`config.mk`:
```
export PLATFORM = sky130hd
export DESIGN_NAME = freeze_dec_timer
export DESIGN_NICKNAME = d
export VERILOG_FILES = /design/src/rtl/dectmr_pkg.sv /design/src/rtl/dectmr_counter.sv /design/src/rtl/dectmr_events.sv /design/src/rtl/freeze_dec_timer.sv
export SDC_FILE = /design/constraint.sdc
export NUM_CORES = 1
export LEC_CHECK = 0
export BUFFER_PORTS_ARGS = -buffer_cell sky130_fd_sc_hd__buf_2
export CORE_ASPECT_RATIO = 0.6
export CORE_MARGIN = 2
export CORE_UTILIZATION = 41
export CTS_CLUSTER_SIZE = 10
export DETAILED_ROUTE_END_ITERATION = 16
export GPL_TIMING_DRIVEN = 0
export PLACE_DENSITY = 0.77
export SKIP_LAST_GASP = 1
export SYNTH_ARGS = -nofsm -noshare
export SYNTH_HDL_FRONTEND = slang
export SYNTH_SLANG_ARGS = --single-unit
```
`constraint.sdc`:
```
create_clock -name clk -period 2.4 [get_ports clk]
set_input_delay 0.48 -clock clk [delete_from_list [all_inputs] [get_ports clk]]
set_output_delay 0.48 -clock clk [all_outputs]
set_load 0.05 [all_outputs]
```
`src/rtl/dectmr_pkg.sv`:
```
package dectmr_pkg;

  // Run state of the counter
  typedef enum logic {
    ST_RUN    = 1'b0,
    ST_FROZEN = 1'b1
  } run_st_e;

endpackage

```
`src/rtl/dectmr_counter.sv`:
```
module dectmr_counter
  import dectmr_pkg::*;
#(
  parameter int CNT_W = 32
) (
  input  logic             clk,
  input  logic             rst_n,
  input  logic             sync_opt,
  input  logic [CNT_W-1:0] tb_lo,
  input  logic             tick_en,
  input  logic             load_en,
  input  logic [CNT_W-1:0] load_val,
  input  logic             freeze_req,
  output logic [CNT_W-1:0] cnt_o,
  output logic             frozen_o,
  output logic             underflow_o
);

  // One step down; the top bit is the borrow out of the count width
  function automatic logic [CNT_W:0] step_down(input logic [CNT_W-1:0] v);
    return {1'b0, v} - {{CNT_W{1'b0}}, 1'b1};
  endfunction

  // Reset count chosen by the option input
  function automatic logic [CNT_W-1:0] seed_val(input logic opt, input logic [CNT_W-1:0] tb);
    return opt ? ~tb : '0;
  endfunction

  run_st_e          st_q;
  logic [CNT_W-1:0] cnt_q;
  logic [CNT_W:0]   stepped;
  logic             running;
  logic             tick_apply;
  logic             freeze_take;

  assign stepped     = step_down(cnt_q);
  assign running     = (st_q == ST_RUN);
  assign freeze_take = freeze_req & running & ~load_en;
  assign tick_apply  = tick_en & ~load_en & running & ~freeze_req;
  assign underflow_o = tick_apply & stepped[CNT_W];

  always_ff @(posedge clk) begin
    if (!rst_n) begin
      cnt_q <= seed_val(sync_opt, tb_lo);
      st_q  <= ST_RUN;
    end else if (load_en) begin
      cnt_q <= load_val;
      st_q  <= ST_RUN;
    end else begin
      if (freeze_take) st_q <= ST_FROZEN;
      if (tick_apply)  cnt_q <= stepped[CNT_W-1:0];
    end
  end

  assign cnt_o    = cnt_q;
  assign frozen_o = (st_q == ST_FROZEN);

  // reset value selected by the option
  assert_reset_seed_R1: assert property (@(posedge clk)
    !rst_n |=> (cnt_q == ($past(sync_opt) ? ~$past(tb_lo) : '0)) && st_q == ST_RUN);

  // load takes the value and restarts
  assert_load_R2: assert property (@(posedge clk) disable iff (!rst_n)
    load_en |=> cnt_q == $past(load_val) && st_q == ST_RUN);

  // a running tick decrements by one
  assert_tick_dec_R3: assert property (@(posedge clk) disable iff (!rst_n)
    (tick_en && !load_en && st_q == ST_RUN && !freeze_req) |=> cnt_q == $past(cnt_q) - 1'b1);

  // freeze captures the present count
  assert_freeze_capture_R6: assert property (@(posedge clk) disable iff (!rst_n)
    (freeze_req && !load_en && st_q == ST_RUN) |=> st_q == ST_FROZEN && $stable(cnt_q));

  // without a load the frozen state and count persist
  assert_frozen_hold_R7: assert property (@(posedge clk) disable iff (!rst_n)
    (st_q == ST_FROZEN && !load_en) |=> st_q == ST_FROZEN && $stable(cnt_q));

  // load beats a concurrent tick
  assert_load_wins_R9: assert property (@(posedge clk) disable iff (!rst_n)
    (load_en && tick_en) |=> cnt_q == $past(load_val));

endmodule

```
`src/rtl/dectmr_events.sv`:
```
module dectmr_events #(
  parameter int EVT_W  = 8,
  parameter int TM_BIT = 0
) (
  input  logic             clk,
  input  logic             rst_n,
  input  logic             underflow,
  input  logic [EVT_W-1:0] ext_evt,
  input  logic             ack_en,
  input  logic [EVT_W-1:0] ack_data,
  input  logic             mask_we,
  input  logic [EVT_W-1:0] mask_data,
  input  logic             frozen,
  output logic             freeze_req,
  output logic [EVT_W-1:0] pend_o,
  output logic [EVT_W-1:0] mask_o,
  output logic             avail_o
);

  // Collect new events, then drop the acknowledged ones
  function automatic logic [EVT_W-1:0] collect_then_clear(
    input logic [EVT_W-1:0] cur,
    input logic [EVT_W-1:0] fresh,
    input logic             do_ack,
    input logic [EVT_W-1:0] clr
  );
    return (cur | fresh) & ~(do_ack ? clr : '0);
  endfunction

  logic [EVT_W-1:0] pend_q;
  logic [EVT_W-1:0] mask_q;
  logic [EVT_W-1:0] set_vec;

  for (genvar i = 0; i < EVT_W; i++) begin : g_set
    if (i == TM_BIT) begin : g_tm
      assign set_vec[i] = ext_evt[i] | underflow;
    end else begin : g_ext
      assign set_vec[i] = ext_evt[i];
    end
  end

  // Acknowledging a masked-off timer event stops a running counter
  assign freeze_req = ack_en & ack_data[TM_BIT] & ~mask_q[TM_BIT] & ~frozen;

  always_ff @(posedge clk) begin
    if (!rst_n) begin
      pend_q <= '0;
      mask_q <= '0;
    end else begin
      pend_q <= collect_then_clear(pend_q, set_vec, ack_en, ack_data);
      if (mask_we) mask_q <= mask_data;
    end
  end

  assign pend_o  = pend_q;
  assign mask_o  = mask_q;
  assign avail_o = |(pend_q & mask_q);

  // an underflow that is not acknowledged becomes pending
  assert_uf_pending_R4: assert property (@(posedge clk) disable iff (!rst_n)
    (underflow && !(ack_en && ack_data[TM_BIT])) |=> pend_q[TM_BIT]);

  // acknowledged bits are clear afterwards
  assert_ack_clear_R5: assert property (@(posedge clk) disable iff (!rst_n)
    ack_en |=> (pend_q & $past(ack_data)) == '0);

  // without an acknowledge no pending bit is lost
  assert_pend_kept_R11: assert property (@(posedge clk) disable iff (!rst_n)
    !ack_en |=> (pend_q & $past(pend_q)) == $past(pend_q));

  // mask write takes effect on the next edge
  assert_mask_write_R10: assert property (@(posedge clk) disable iff (!rst_n)
    mask_we |=> mask_q == $past(mask_data));

  // with the timer mask bit set no freeze is requested
  assert_no_freeze_masked_R12: assert property (@(posedge clk) disable iff (!rst_n)
    mask_q[TM_BIT] |-> !freeze_req);

endmodule

```
`src/rtl/freeze_dec_timer.sv`:
```
module freeze_dec_timer #(
  parameter int CNT_W  = 32,
  parameter int EVT_W  = 8,
  parameter int TM_BIT = 0
) (
  input  logic             clk,
  input  logic             rst_n,
  input  logic             sync_opt,
  input  logic [CNT_W-1:0] timebase_lo,
  input  logic             tick_en,
  input  logic             load_en,
  input  logic [CNT_W-1:0] load_data,
  input  logic             ack_en,
  input  logic [EVT_W-1:0] ack_data,
  input  logic             mask_we,
  input  logic [EVT_W-1:0] mask_data,
  input  logic [EVT_W-1:0] ext_evt,
  output logic [CNT_W-1:0] count,
  output logic [EVT_W-1:0] pending,
  output logic [EVT_W-1:0] mask,
  output logic             frozen,
  output logic             evt_avail
);

  // Named internal events shared between the two halves
  logic underflow_w;
  logic freeze_req_w;
  logic frozen_w;

  dectmr_counter #(.CNT_W(CNT_W)) u_counter (
    .clk         (clk),
    .rst_n       (rst_n),
    .sync_opt    (sync_opt),
    .tb_lo       (timebase_lo),
    .tick_en     (tick_en),
    .load_en     (load_en),
    .load_val    (load_data),
    .freeze_req  (freeze_req_w),
    .cnt_o       (count),
    .frozen_o    (frozen_w),
    .underflow_o (underflow_w)
  );

  dectmr_events #(.EVT_W(EVT_W), .TM_BIT(TM_BIT)) u_events (
    .clk        (clk),
    .rst_n      (rst_n),
    .underflow  (underflow_w),
    .ext_evt    (ext_evt),
    .ack_en     (ack_en),
    .ack_data   (ack_data),
    .mask_we    (mask_we),
    .mask_data  (mask_data),
    .frozen     (frozen_w),
    .freeze_req (freeze_req_w),
    .pend_o     (pending),
    .mask_o     (mask),
    .avail_o    (evt_avail)
  );

  assign frozen = frozen_w;

  // no timer event can arise while frozen
  assert_no_uf_frozen_R7: assert property (@(posedge clk) disable iff (!rst_n)
    frozen_w |-> !underflow_w);

endmodule

```
# Word level (Yosys, flattened, before mapping)

Index checks and enable logic that the tools add are counted.

Bits in read-only memories: 0
Logic and storage cells: 33
Memories: 0
Output and inout bits: 50
Register bits: 49
Latch bits: 0
Input bits: 95
Bits in writable memories: 0

Reduce and logical (&&, ||, !) cells: 2
Mux-type cells: 5
Add/sub/neg operators: 1
$lt $le $gt $ge: 0
Divide/modulo/power cells: 0
Shift-type cells: 0
Bitwise operators: 20
Equality and inequality tests: 1
Multiply operators: 0

Operator list:

| operator                                                                | number |
|---|---|
| 32-bit two-way mux                                                      | 4 |
| 32-bit by 1-bit subtractor with 33-bit output, second input constant    | 1 |
| 32-bit NOT                                                              | 1 |
| 8-bit bitwise AND                                                       | 2 |
| 1-bit bitwise AND                                                       | 9 |
| 8-bit two-way mux                                                       | 1 |
| 8-bit NOT                                                               | 1 |
| 8-bit bitwise OR                                                        | 1 |
| 8-bit OR reduction                                                      | 1 |
| 1-bit NOT                                                               | 5 |
| 3-bit by 1-bit inequality test with 1-bit output, second input constant | 1 |
| 2-bit OR reduction                                                      | 1 |
| 1-bit bitwise OR                                                        | 1 |

# Logic depth before layout (Yosys ltp)

Depth after elaboration: 9
Depth in mapped cells: 8
Depth with buffers taken out: 7

# Hierarchy

From an unflattened synthesis, not the netlist that was laid out.

Cells, all modules: 271
Area, all modules: 2,882.8 µm²

Modules (own cells, without submodules):

| module         | cells an instance | times used | area an instance (µm²) | sequential area each (µm²) |
|---|---|---|---|---|
| dectmr_counter | 214               | 1          | 2,224.6                | 980.9 |
| dectmr_events  | 57                | 1          | 658.1                  | 320.3 |

# Worst setup path before layout

No wires, ideal clock.

Kind: register -> register
Start: register u_counter.cnt_q[4], in the netlist u_counter.cnt_o[4]
End: register u_counter.cnt_q[15], in the netlist u_counter.cnt_o[15] (data pin)
Data required time: 2,127 ps
Setup time: 273 ps
Slack: 31 ps
Data arrival time: 2,096 ps
Period minus slack after synthesis: 2,369 ps
Stages on the path, launching flop included: 7
Path buffers: 1
Path through: edfxtp_1 -> or3_1 -> buf_2 -> or4_4 -> nor3_2 -> xnor2_1 -> o221ai_2

Word-level cells in the longest chain between the ends: 4

Ends and longest elaborated chain:

| what                                          | line                 | source |
|---|---|---|
| start: declaration                            | dectmr_counter.sv:30 | `logic [CNT_W-1:0] cnt_q;` |
| start signal: assignment                      | dectmr_counter.sv:44 | `cnt_q <= seed_val(sync_opt, tb_lo);` |
| start signal: assignment                      | dectmr_counter.sv:47 | `cnt_q <= load_val;` |
| start signal: assignment                      | dectmr_counter.sv:51 | `if (tick_apply) cnt_q <= stepped[CNT_W-1:0];` |
| 32-bit by 1-bit subtractor with 33-bit output | dectmr_counter.sv:21 | `return {1'b0, v} - {{CNT_W{1'b0}}, 1'b1};` |
| 32-bit two-way mux                            | dectmr_counter.sv:51 |  |
| 32-bit two-way mux                            | dectmr_counter.sv:46 | `end else if (load_en) begin` |
| 32-bit two-way mux                            | dectmr_counter.sv:43 | `if (!rst_n) begin` |

Every way passes these cells. The select of a mux whose other input is x is not followed.
A chain may end at the register's enable or synchronous reset.

# Worst setup path after layout

Start: register u_counter.cnt_q[12], in the netlist u_counter.cnt_o[12]
End: register u_counter.cnt_q[30], in the netlist u_counter.cnt_o[30] (data pin)

The elaborated chain is that of the path after synthesis.

==> impl_results.md <==
* Max-Cap Viols at 0
* Critical path's slowest cell: or4_4
* Antenna Nets Post-Route at 0
* Power per cell area at 657 nW/um2
* Startpoint Class: flop
* Reg2reg path depth at 6
* Clock sinks at 49
* Final period utilization at 0.971
* Hold EP: u_events.pend_o[6]$_SDFF_PN0_
* Hold path depth at 2
* Gpl congestion at 0.782
* Post-route DRC at 0
* CTS tree: done
* RR Startpoint: u_counter.cnt_o[12]$_DFFE_PP_
* Final net count at 524
* Top cell type by total area after synthesis: edfxtp_1
* Synthesis Warnings at 0
* Syn Inst Count at 278
* CTS Buf Count at 5
* Final Hold Viols at 0
* Die Outline Area at 7440 um2
* Global-route wire length before repair at 11.6 mm
* DPL Wire Length at 6.27 mm
* Antenna diodes at 0
* Required time of the critical path at 2.43 ns
* Setup TNS at 0 ns
* Count leader, synth: nand2_1
* Crit-path max cell delay at 0.59 ns
* Worst EP arrival at 2.36 ns
* Ys async rst share at 0
* Initial Utilization at 0.420
* Cts-stage hold buffer count at 0
* Skew final at 0.0103 ns
* CP max FO at 10
* Worst-case clock buffer depth at 2
* Area Growth Syn to Fin at 34.7%
* Outcome: complete, no violations
* Mapped cell area at 2770 um2
* Placed Area at 3580 um2
* Rel. slew slack at 0.455
* F_max at 0.429 GHz
* Vias in the first global route at 2,480
* Design area at 3720 um2
* DR vias/cell at 5.18
* Sequential area share after synthesis at 0.471
* Routed wire per std cell at 15.9 um
* Core Box Area at 6590 um2
* Syn_nets at 374
* Area contributors post-synth: edfxtp_1 35%, dfxtp_1 12%, o221ai_1 6.7%, xor2_1 6.3%, nand2_1 5.4%
* Root Buffer: clkbuf_8
* Post-synth EDFFs at 32
* Worst setup EP type: flop
* Maximum vdd drop at 0.365 mV
* Final max-slew violation count at 0
* Routed vias at 2,674
* Initial DRC Count at 209
* Clk pin slew, worst setup/hold paths at 0.10 ns
* Post-synth top area share at 0.348
* Post-synthesis cell type count at 39
* Die X at 110 um
* Tot GR Track Use at 0.207
* Utilization of the core after routing at 0.565
* Skew-Pair Late Insertion Delay at 0.30 ns
* Pin count of the biggest net entering global routing at 33
* Worst Hold Launch: ack_data[6]
* H-tree levels at 2
* Total Wirelength at 8.19 mm
* Slew of the pin with the lowest slew margin at 0.814 ns
* Hold Path Class: input port to flop
* Setup Viol. Count Final at 0
* Crit Path Class: flop to flop
* IO Pins at 145
* Layout cells sized above 1 at 0.382
* RSZ-0062 raised after global routing: false
* Reg2reg end: u_counter.cnt_o[30]$_DFFE_PP_
* Cell Chain, Critical Path: or4_4 -> and4bb_2 -> buf_4 -> nand4_1 -> xor2_1 -> o221ai_1
* Seq cells post-synth at 49
* Initial antenna violation count at 0
* Initial DRT Pass Iterations at 4
* Top_reg_cell synth: edfxtp_1
* Mean Syn Cell Area at 9.95 um2
* Post-synth top cells: 40 x nand2_1, 32 x edfxtp_1, 21 x o221ai_1
* Total power at 2.45 mW
* Die Height at 67.6 um
* Port bufs at 141
* GRT overflow at 0
* Min Clock Period, post-route at 2.33 ns
* Leakage at 1.64 nW
* CP startpoint: u_counter.cnt_o[12]$_DFFE_PP_
* Cell Rows at 23
* R2R Setup Slk at 0.07 ns
==> through the flow <==
step	instances	setup WS, ns	hold WS (ns)
floorplan	278	0.0309	0.574
global placement	506	-0.349	0.467
detailed placement	506	-0.394	0.490
CTS	516	0.0427	0.339
global route	516	0.0000564	0.346
finish	516	0.0687	0.348
==> area by class of cell <==
| class | count | area [um2] |
|---|---|---|
| Sequential cell | 49 | 1300 |
| Timing Repair Buffer | 143 | 721 |
| Buffer | 18 | 80.1 |
| Fill cell | 629 | 2870 |
| Clock buffer | 7 | 108 |
| Inverter | 5 | 18.8 |
| Multi-Input combinational cell | 206 | 1380 |
| Tap cell | 87 | 109 |
| Clock inverter | 1 | 6.26 |
==> registers in the layout, summed over array words and instances, names as in the netlist <==
name	cells
u_events.mask_o	8
u_counter.cnt_o	32
u_events.pend_o	8
u_counter.frozen_o	1
==> power breakdown <==
group	internal, mW	switching, mW	leakage (nW)
logic	0.234	0.527	1.09
clock network	0.299	0.290	0.0599
registers	1.00	0.0966	0.490
total	1.53	0.914	1.64
==> routing by layer <==
layer  vias up  part of all wire  track usage
met5         -                 0            0
met4         0            0.0046       0.0364
met3         5             0.068       0.0463
met2        98              0.45        0.327
met1      1230              0.48        0.293
li1       1341                 -            -
==> worst max-delay path, delay by kind of cell, from the launching register on <==
kind | cells | cell delay (ns)
xor gates and xnor gates | 1 | 0.21
DFF | 1 | 0.46
AOI/OAI and AO/OA | 1 | 0.12
buffers and inverters | 1 | 0.19
and+or+nand+nor | 3 | 1.08
==> cells in the final DEF, fill, tap and decap left out, types with 2 or more instances in the layout <==
| cell type | count |
|---|---|
| buf_2 | 142 |
| nand2_1 | 39 |
| edfxtp_1 | 32 |
| o221ai_1 | 21 |
| xor2_1 | 20 |
| o21ai_0 | 17 |
| dfxtp_1 | 17 |
| nor2_1 | 16 |
| clkbuf_1 | 14 |
| nand3_1 | 9 |
| mux2i_1 | 9 |
| nor2b_1 | 8 |
| or3_1 | 6 |
| xnor2_1 | 6 |
| clkbuf_8 | 6 |
| inv_1 | 5 |
| a21oi_1 | 5 |
| nor3_1 | 4 |
| nand4_1 | 4 |
| nand4b_1 | 4 |
| a22oi_1 | 4 |
| o211a_1 | 4 |
| nor4_1 | 3 |
| buf_4 | 3 |
| nand2b_1 | 3 |
| nand3b_1 | 3 |
| o2bb2ai_1 | 3 |
| o211ai_1 | 3 |
| or4_4 | 2 |
| nor4_4 | 2 |
| o22ai_1 | 2 |
==> worst max path at each step <==
stage	endpoint
after floorplan	u_counter.cnt_o[15]$_DFFE_PP_
after global placement	u_counter.cnt_o[0]$_DFFE_PP_
after detailed placement	u_counter.cnt_o[19]$_DFFE_PP_
after CTS	u_counter.cnt_o[30]$_DFFE_PP_
after global routing	u_counter.cnt_o[26]$_DFFE_PP_
final	u_counter.cnt_o[30]$_DFFE_PP_
==> cells by family after synthesis <==
family                   count (synthesis)  synth area share
buffers and inverters                   23            0.0344
multiplexers                             9            0.0326
XOR/XNOR                                26            0.0824
AND/OR/NAND/NOR                        108             0.211
adder cells (fa/ha/maj)                  1           0.00452
AO/OA/AOI/OAI                           62             0.165
flip-flops                              49             0.471
==> what timing repair did <==
action	CTS	global route
buffers inserted	2	0
endpoints found under the setup margin	38	4
pin swaps	1	0
resized for setup	2	1
gates cloned	0	0
(Power assumes the default switching activity.)
